===== src/rtl/fseq_pkg.sv =====
package fseq_pkg;

   localparam logic [7:0] CMD_ERASE_SETUP = 8'h20;
   localparam logic [7:0] CMD_ERASE_CONF  = 8'hD0;
   localparam logic [7:0] CMD_PROG_SETUP  = 8'h40;
   localparam logic [7:0] CMD_CLR_STATUS  = 8'h50;
   localparam logic [7:0] CMD_READ_ARRAY  = 8'hFF;

   localparam logic [2:0] RES_OK   = 3'd0;
   localparam logic [2:0] RES_VOLT = 3'd1;
   localparam logic [2:0] RES_LOCK = 3'd2;
   localparam logic [2:0] RES_SEQ  = 3'd3;
   localparam logic [2:0] RES_FAIL = 3'd4;
   localparam logic [2:0] RES_TIME = 3'd5;

   typedef enum logic [2:0] {
      SQ_IDLE, SQ_SETUP, SQ_CONF, SQ_POLL, SQ_CLR, SQ_EXIT
   } sq_state_t;

   typedef enum logic [1:0] {
      BC_IDLE, BC_STROBE, BC_RECOV
   } bc_state_t;

endpackage


===== src/rtl/fseq_bus.sv =====
module fseq_bus
   import fseq_pkg::*;
#(
   parameter int ADDR_W = 20,
   parameter int STB_W  = 2,
   parameter int REC_W  = 2
) (
   input  logic              clk,
   input  logic              rst_n,
   input  logic              req_i,
   input  logic              rd_i,
   input  logic [ADDR_W-1:0] addr_i,
   input  logic [7:0]        wdata_i,
   output logic              ack_o,
   output logic [7:0]        rdata_o,
   output logic              ce_n_o,
   output logic              we_n_o,
   output logic              oe_n_o,
   output logic [ADDR_W-1:0] addr_o,
   output logic [7:0]        dq_o,
   output logic              dq_oe_o,
   input  logic [7:0]        dq_i
);
   localparam int MAXW = (STB_W > REC_W) ? STB_W : REC_W;
   localparam int CW   = $clog2(MAXW + 1);

   bc_state_t   bs;
   logic [CW-1:0] cnt;
   logic        rd_q;

   always_ff @(posedge clk or negedge rst_n) begin
      if (!rst_n) begin
         bs      <= BC_IDLE;
         cnt     <= '0;
         rd_q    <= 1'b0;
         ack_o   <= 1'b0;
         rdata_o <= '0;
         ce_n_o  <= 1'b1;
         we_n_o  <= 1'b1;
         oe_n_o  <= 1'b1;
         addr_o  <= '0;
         dq_o    <= '0;
      end else begin
         ack_o <= 1'b0;
         case (bs)
            BC_IDLE: if (req_i) begin
               addr_o <= addr_i;
               dq_o   <= wdata_i;
               rd_q   <= rd_i;
               ce_n_o <= 1'b0;
               we_n_o <= rd_i;
               oe_n_o <= !rd_i;
               cnt    <= '0;
               bs     <= BC_STROBE;
            end
            BC_STROBE: if (cnt == CW'(STB_W - 1)) begin
               ce_n_o <= 1'b1;
               we_n_o <= 1'b1;
               oe_n_o <= 1'b1;
               if (rd_q) rdata_o <= dq_i;
               cnt    <= '0;
               bs     <= BC_RECOV;
            end else begin
               cnt <= cnt + 1'b1;
            end
            BC_RECOV: if (cnt == CW'(REC_W - 1)) begin
               ack_o <= 1'b1;
               bs    <= BC_IDLE;
            end else begin
               cnt <= cnt + 1'b1;
            end
            default: bs <= BC_IDLE;
         endcase
      end
   end

   assign dq_oe_o = (bs != BC_IDLE) && !rd_q;

endmodule


===== src/rtl/fseq_timer.sv =====
module fseq_timer #(
   parameter int LIMIT = 4096
) (
   input  logic clk,
   input  logic rst_n,
   input  logic run_i,
   output logic expired_o
);
   localparam int TW = $clog2(LIMIT + 1);

   logic [TW-1:0] cnt;

   always_ff @(posedge clk or negedge rst_n) begin
      if (!rst_n)                     cnt <= '0;
      else if (!run_i)                cnt <= '0;
      else if (cnt != TW'(LIMIT))     cnt <= cnt + 1'b1;
   end

   assign expired_o = (cnt == TW'(LIMIT));

endmodule


===== src/rtl/fseq_classify.sv =====
module fseq_classify
   import fseq_pkg::*;
(
   input  logic       erase_i,
   input  logic [7:0] stat_i,
   output logic [2:0] res_o
);
   logic unused_stat;
   assign unused_stat = ^{stat_i[7], stat_i[6], stat_i[2], stat_i[0]};

   always_comb begin
      if (stat_i[3])                    res_o = RES_VOLT;
      else if (stat_i[1])               res_o = RES_LOCK;
      else if (stat_i[4] && stat_i[5])  res_o = RES_SEQ;
      else if (erase_i ? stat_i[5] : stat_i[4]) res_o = RES_FAIL;
      else                              res_o = RES_OK;
   end

endmodule


===== src/rtl/flash_job_sequencer.sv =====
module flash_job_sequencer
   import fseq_pkg::*;
#(
   parameter int ADDR_W  = 20,
   parameter int STB_W   = 2,
   parameter int REC_W   = 2,
   parameter int TIMEOUT = 4096
) (
   input  logic              clk,
   input  logic              rst_n,
   input  logic              start_i,
   input  logic              job_erase_i,
   input  logic [ADDR_W-1:0] addr_i,
   input  logic [7:0]        data_i,
   output logic              busy_o,
   output logic              done_o,
   output logic [2:0]        result_o,
   output logic              fl_ce_n_o,
   output logic              fl_we_n_o,
   output logic              fl_oe_n_o,
   output logic [ADDR_W-1:0] fl_addr_o,
   output logic [7:0]        fl_dq_o,
   output logic              fl_dq_oe_o,
   input  logic [7:0]        fl_dq_i
);
   initial begin
      assert (ADDR_W >= 1)  else $error("ADDR_W must be positive");
      assert (STB_W >= 1)   else $error("STB_W must be at least 1");
      assert (REC_W >= 1)   else $error("REC_W must be at least 1");
      assert (TIMEOUT >= 1) else $error("TIMEOUT must be at least 1");
   end

   sq_state_t         st;
   logic              pend, req, rd;
   logic [7:0]        wd;
   logic [ADDR_W-1:0] job_addr;
   logic [7:0]        job_data;
   logic              job_er;
   logic              ack, tmo;
   logic [7:0]        rdata;
   logic [2:0]        cls_res;

   fseq_bus #(.ADDR_W(ADDR_W), .STB_W(STB_W), .REC_W(REC_W)) u_bus (
      .clk(clk), .rst_n(rst_n), .req_i(req), .rd_i(rd), .addr_i(job_addr),
      .wdata_i(wd), .ack_o(ack), .rdata_o(rdata), .ce_n_o(fl_ce_n_o),
      .we_n_o(fl_we_n_o), .oe_n_o(fl_oe_n_o), .addr_o(fl_addr_o),
      .dq_o(fl_dq_o), .dq_oe_o(fl_dq_oe_o), .dq_i(fl_dq_i)
   );

   fseq_timer #(.LIMIT(TIMEOUT)) u_tmr (
      .clk(clk), .rst_n(rst_n), .run_i(st == SQ_POLL), .expired_o(tmo)
   );

   fseq_classify u_cls (.erase_i(job_er), .stat_i(rdata), .res_o(cls_res));

   always_ff @(posedge clk or negedge rst_n) begin
      if (!rst_n) begin
         st       <= SQ_IDLE;
         pend     <= 1'b0;
         req      <= 1'b0;
         rd       <= 1'b0;
         wd       <= '0;
         job_addr <= '0;
         job_data <= '0;
         job_er   <= 1'b0;
         result_o <= RES_OK;
         done_o   <= 1'b0;
      end else begin
         req    <= 1'b0;
         done_o <= 1'b0;
         case (st)
            SQ_IDLE: if (start_i) begin
               job_addr <= addr_i;
               job_data <= data_i;
               job_er   <= job_erase_i;
               pend     <= 1'b0;
               st       <= SQ_SETUP;
            end
            SQ_SETUP: begin
               if (!pend) begin
                  req <= 1'b1; pend <= 1'b1; rd <= 1'b0;
                  wd  <= job_er ? CMD_ERASE_SETUP : CMD_PROG_SETUP;
               end
               if (ack) begin pend <= 1'b0; st <= SQ_CONF; end
            end
            SQ_CONF: begin
               if (!pend) begin
                  req <= 1'b1; pend <= 1'b1; rd <= 1'b0;
                  wd  <= job_er ? CMD_ERASE_CONF : job_data;
               end
               if (ack) begin pend <= 1'b0; st <= SQ_POLL; end
            end
            SQ_POLL: begin
               if (!pend) begin
                  if (tmo) begin
                     result_o <= RES_TIME;
                     st       <= SQ_CLR;
                  end else begin
                     req <= 1'b1; pend <= 1'b1; rd <= 1'b1;
                  end
               end
               if (ack) begin
                  pend <= 1'b0;
                  if (rdata[7]) begin
                     result_o <= cls_res;
                     st       <= (cls_res != RES_OK) ? SQ_CLR : SQ_EXIT;
                  end
               end
            end
            SQ_CLR: begin
               if (!pend) begin
                  req <= 1'b1; pend <= 1'b1; rd <= 1'b0; wd <= CMD_CLR_STATUS;
               end
               if (ack) begin pend <= 1'b0; st <= SQ_EXIT; end
            end
            SQ_EXIT: begin
               if (!pend) begin
                  req <= 1'b1; pend <= 1'b1; rd <= 1'b0; wd <= CMD_READ_ARRAY;
               end
               if (ack) begin
                  pend   <= 1'b0;
                  done_o <= 1'b1;
                  st     <= SQ_IDLE;
               end
            end
            default: st <= SQ_IDLE;
         endcase
      end
   end

   assign busy_o = (st != SQ_IDLE);

endmodule


===== config.mk =====
export PLATFORM = sky130hd
export DESIGN_NAME = flash_job_sequencer
export DESIGN_NICKNAME = d
export VERILOG_FILES = /design/src/rtl/fseq_pkg.sv /design/src/rtl/fseq_bus.sv /design/src/rtl/fseq_timer.sv /design/src/rtl/fseq_classify.sv /design/src/rtl/flash_job_sequencer.sv
export SDC_FILE = /design/constraint.sdc
export NUM_CORES = 1
export LEC_CHECK = 0
export BUFFER_PORTS_ARGS = -buffer_cell sky130_fd_sc_hd__buf_2
export CORE_UTILIZATION = 55
export CTS_CLUSTER_DIAMETER = 50
export DETAILED_ROUTE_END_ITERATION = 7
export GPL_TIMING_DRIVEN = 0
export PLACE_DENSITY = 0.78
export SETUP_SLACK_MARGIN = 0.2
export SLEW_MARGIN = 20
export SYNTH_ARGS = -nofsm -noshare
export SYNTH_HDL_FRONTEND = slang
export SYNTH_SLANG_ARGS = --single-unit

===== constraint.sdc =====
create_clock -name clk -period 2.5 [get_ports clk]
set_clock_uncertainty 0.2 [all_clocks]
set_input_delay 0.125 -clock clk [delete_from_list [all_inputs] [get_ports clk]]
set_output_delay 0.125 -clock clk [all_outputs]
set_load 0.1 [all_outputs]

==> flow_metrics.py <==
metrics = {
    "setup_path": {
        "worst_ep_required_time_ps": 2560,
        "critPathKind": "register to register",
        "start_kind": "register",
        "worst-path-max-fanout": 5,
        "worst-endpoint-arrival_ps": 2260,
        "worstReg2RegStart": "u_tmr.cnt[0]$_DFFE_PN0P_",
        "endpoint_kind": "register",
        "timing.critical_path.from": "u_tmr.cnt[0]$_DFFE_PN0P_",
        "r2r_slack_ps": 300,
    },
    "timing": {
        "finalHoldViolations": 0,
        "post-route-min-period_ps": 2200,
        "rsz0062_at_grt": "false",
        "finalSetupViolations": 0,
        "setup_ws_ps": 303,
        "finalSetupTns_ps": 0,
        "max_slew.worst_pin.slew_ps": 504,
        "timing.slew.headroom_pct": 66.6,
        "report.final.slew_viol_count": 0,
        "min_period_over_period_pct": 87.9,
        "max_freq_mhz": 455,
    },
    "logic_synthesis": {
        "ys_seq_area_share_pct": 56.3,
        "async_flop_share_pct": 100,
        "synth.yosys.warnings": 0,
        "synth_seq_cells": 102,
        "synth.top_cells.by_area": "sky130_fd_sc_hd__dfrtp_1 55%, sky130_fd_sc_hd__mux2_2 15%, sky130_fd_sc_hd__a21oi_1 2.9%",
        "synth_top_area_cell": "sky130_fd_sc_hd__dfrtp_1",
        "avgSynthCellArea_um2": 11.7,
        "postSynthNetCount": 435,
        "synth_top_area_share_pct": 54.6,
        "synth_enable_flop_cells": 0,
        "synthFlopType": "sky130_fd_sc_hd__dfrtp_1",
        "syn-cell-area_um2": 4540,
        "syn-instance-count": 387,
        "netlist-cell-type-count": 53,
    },
    "route": {
        "detailedRoute.firstIterationViolations": 178,
        "avgRoutedWirePerCell_um": 15.6,
        "detail_route.first_pass.iterations": 4,
        "vias": 3365,
        "wl_um": 9590,
        "vias_per_cell": 5.47,
        "drc": 0,
        "detail_route_antenna_nets": 0,
    },
    "clock_tree": {
        "clockRootBuffer": "sky130_fd_sc_hd__clkbuf_8",
        "clkSlewWorstSetupHoldPaths_ps": 120,
        "numClockSinks": 102,
        "cts.htree.levels": 3,
        "cts_made_buffers": 9,
        "tritoncts": "yes",
        "cts-root-to-sink-buffers": 2,
        "clk-insertion-delay-late_ps": 380,
    },
    "placement": {
        "dpl.cell_count": 563,
        "place.detailed.hpwl_um": 6490,
        "gp_weighted_congestion": 0.901,
        "preCtsSetupSlack_ps": 101,
        "port-buffer-count": 73,
        "placement.cell_area_um2": 5070,
    },
    "pwr": {
        "worst_ir_drop_vdd_uv": 1020,
        "switching_share_pct": 47.8,
        "power.density_nw_per_um2": 1100,
        "power.sequential.fraction_pct": 39.5,
        "pwr-share-clk_pct": 16.6,
        "p_comb_share_pct": 43.9,
        "power_leakage_nw": 2.66,
        "p_int_w": 0.00324,
        "switchingPower_w": 0.00297,
    },
    "layout": {
        "n_antenna_cell": 0,
        "layout_commonest_cell": "sky130_fd_sc_hd__dfrtp_1",
        "utilization_pct": 71.9,
        "post_layout_nonfiller_instances": 615,
        "fillers": 582,
        "design_area_um2": 5640,
        "final_net_count": 556,
        "layout.cells.most_common_list": "99 x sky130_fd_sc_hd__dfrtp_1, 76 x sky130_fd_sc_hd__buf_2, 60 x sky130_fd_sc_hd__mux2_2",
        "post_route_cells_drive_above_1_share_pct": 33.9,
        "area_delta_synth_final_pct": 24.3,
    },
    "floorplanning": {
        "fp-row-count": 32,
        "core_area_um2": 7850,
        "io-pin-count": 77,
        "die_w_um": 92.9,
        "dieHeight_um": 92.9,
        "initial_core_util_pct": 57.8,
        "die_area_um2": 8620,
    },
    "global_routing": {
        "groute.layer.met2.usage_pct": 40.7,
        "gr-usage-met1_pct": 29.9,
        "groute.layer.met3.usage_pct": 6.90,
        "grt_overflow_total": 0,
        "grt_max_degree": 68,
        "grt_antenna_before_repair": 0,
        "vias_in_the_first_global_route": 3486,
        "grt_pass1_wl_um": 16200,
        "busiest_layer": "met2",
        "grt.total_usage_pct": 24.4,
    },
    "job": {
        "max-cap-violations": 0,
    },
    "run_status": {
        "status": "complete, no violations",
    },
    "hold_path": {
        "hold_path.class": "input pin to asynchronous set/reset pin",
    },
}
==> worst max-delay path, stage by stage (launching register included) <==
cell	delay (ps)
sky130_fd_sc_hd__dfrtp_1	450
sky130_fd_sc_hd__inv_1	90
sky130_fd_sc_hd__ha_1	180
sky130_fd_sc_hd__or4b_4	490
sky130_fd_sc_hd__nor4_4	370
sky130_fd_sc_hd__o21ai_2	120
sky130_fd_sc_hd__a22o_1	190
==> metal layers <==
metal | vias up | part of all wire (%)
li1 | 1599 | -
met1 | 1656 | 41
met2 | 91 | 52
met3 | 19 | 5.1
met4 | 0 | 2.0
met5 | - | 0
==> power by group through the flow <==
stage	sequential, W	combinational (W)	clock [W]
finish	0.00245	0.00273	0.00103
global route	0.00251	0.00287	0.00112
CTS	0.00245	0.00272	0.00105
detailed placement	0.00248	0.00267	0
global placement	0.00244	0.00260	0
floorplan	0.00382	0.000803	0
==> layout make-up <==
| type | count | area (um2) | share of cell area [%] |
|---|---|---|---|
| multi-input combinational | 251 | 1850 | 32.8 |
| buffer | 18 | 86.3 | 1.53 |
| clock buffer | 9 | 124 | 2.20 |
| inverter | 16 | 60.1 | 1.06 |
| sequential | 102 | 2560 | 45.3 |
| tap | 102 | 128 | 2.26 |
| clock inverter | 7 | 77.6 | 1.38 |
| timing repair buffer | 110 | 757 | 13.4 |
==> cell families after synthesis <==
kind of cell | after synthesis | synth area share [%]
xor gates and xnor gates | 10 | 1.93
buffers and inverters | 34 | 3.14
DFF | 102 | 56.3
muxes | 62 | 15.3
and+or+nand+nor | 102 | 11.7
adders and majority gates | 8 | 2.21
AOI/OAI and AO/OA | 69 | 9.40
==> sequential cells by signal (all words and copies together) (netlist names), 2 cells and up <==
name	count
job_addr	20
u_bus.dq_o	8
wd	8
u_bus.addr_o	20
u_bus.rdata_o	5
st	3
u_bus.bs	2
u_bus.cnt	2
u_tmr.cnt	13
job_data	8
result_o	3
==> path summary, 6_finish.rpt <==
check / cells after the start / to
min reg2reg: 2 / u_bus.dq_o[6]$_DFFE_PN0P_
max in group asynchronous: 3 / u_bus.ce_n_o$_DFFE_PN1P_
min in group clk: 4 / st[0]$_DFFE_PN0P_
max reg2reg: 6 / result_o[1]$_DFFE_PN0P_
min: 2 / u_bus.addr_o[18]$_DFFE_PN0P_
max: 6 / result_o[1]$_DFFE_PN0P_
==> cells in the mapped netlist (all sizes together), types with 4 or more instances <==
library cell / n
a21oi: 26
and3: 4
buf: 10
clkbuf: 8
dfrtp: 99
ha: 8
inv: 16
mux2: 60
nand2: 22
nand3: 6
nand4: 4
nor2: 33
nor3: 6
o21ai: 16
xnor2: 5
xor2: 5
==> timing repair <==
item                                    in CTS  in global routing
pin swaps                                    0                  1
endpoints found under the hold margin      133                  0
endpoints found under the setup margin      10                 30
hold buffers                                35                  0
setup buffers                                0                  1
resized for setup                            1                  5
==> stage by stage <==
| step | power, W | hold WS, ps |
|---|---|---|
| global route | 0.00650 | 28.3 |
| detailed placement | 0.00515 | -152 |
| global placement | 0.00504 | 129 |
| finish | 0.00621 | 5.63 |
| CTS | 0.00622 | 5.74 |
| floorplan | 0.00462 | -371 |
No activity file was read; power rests on OpenSTA's default activity.
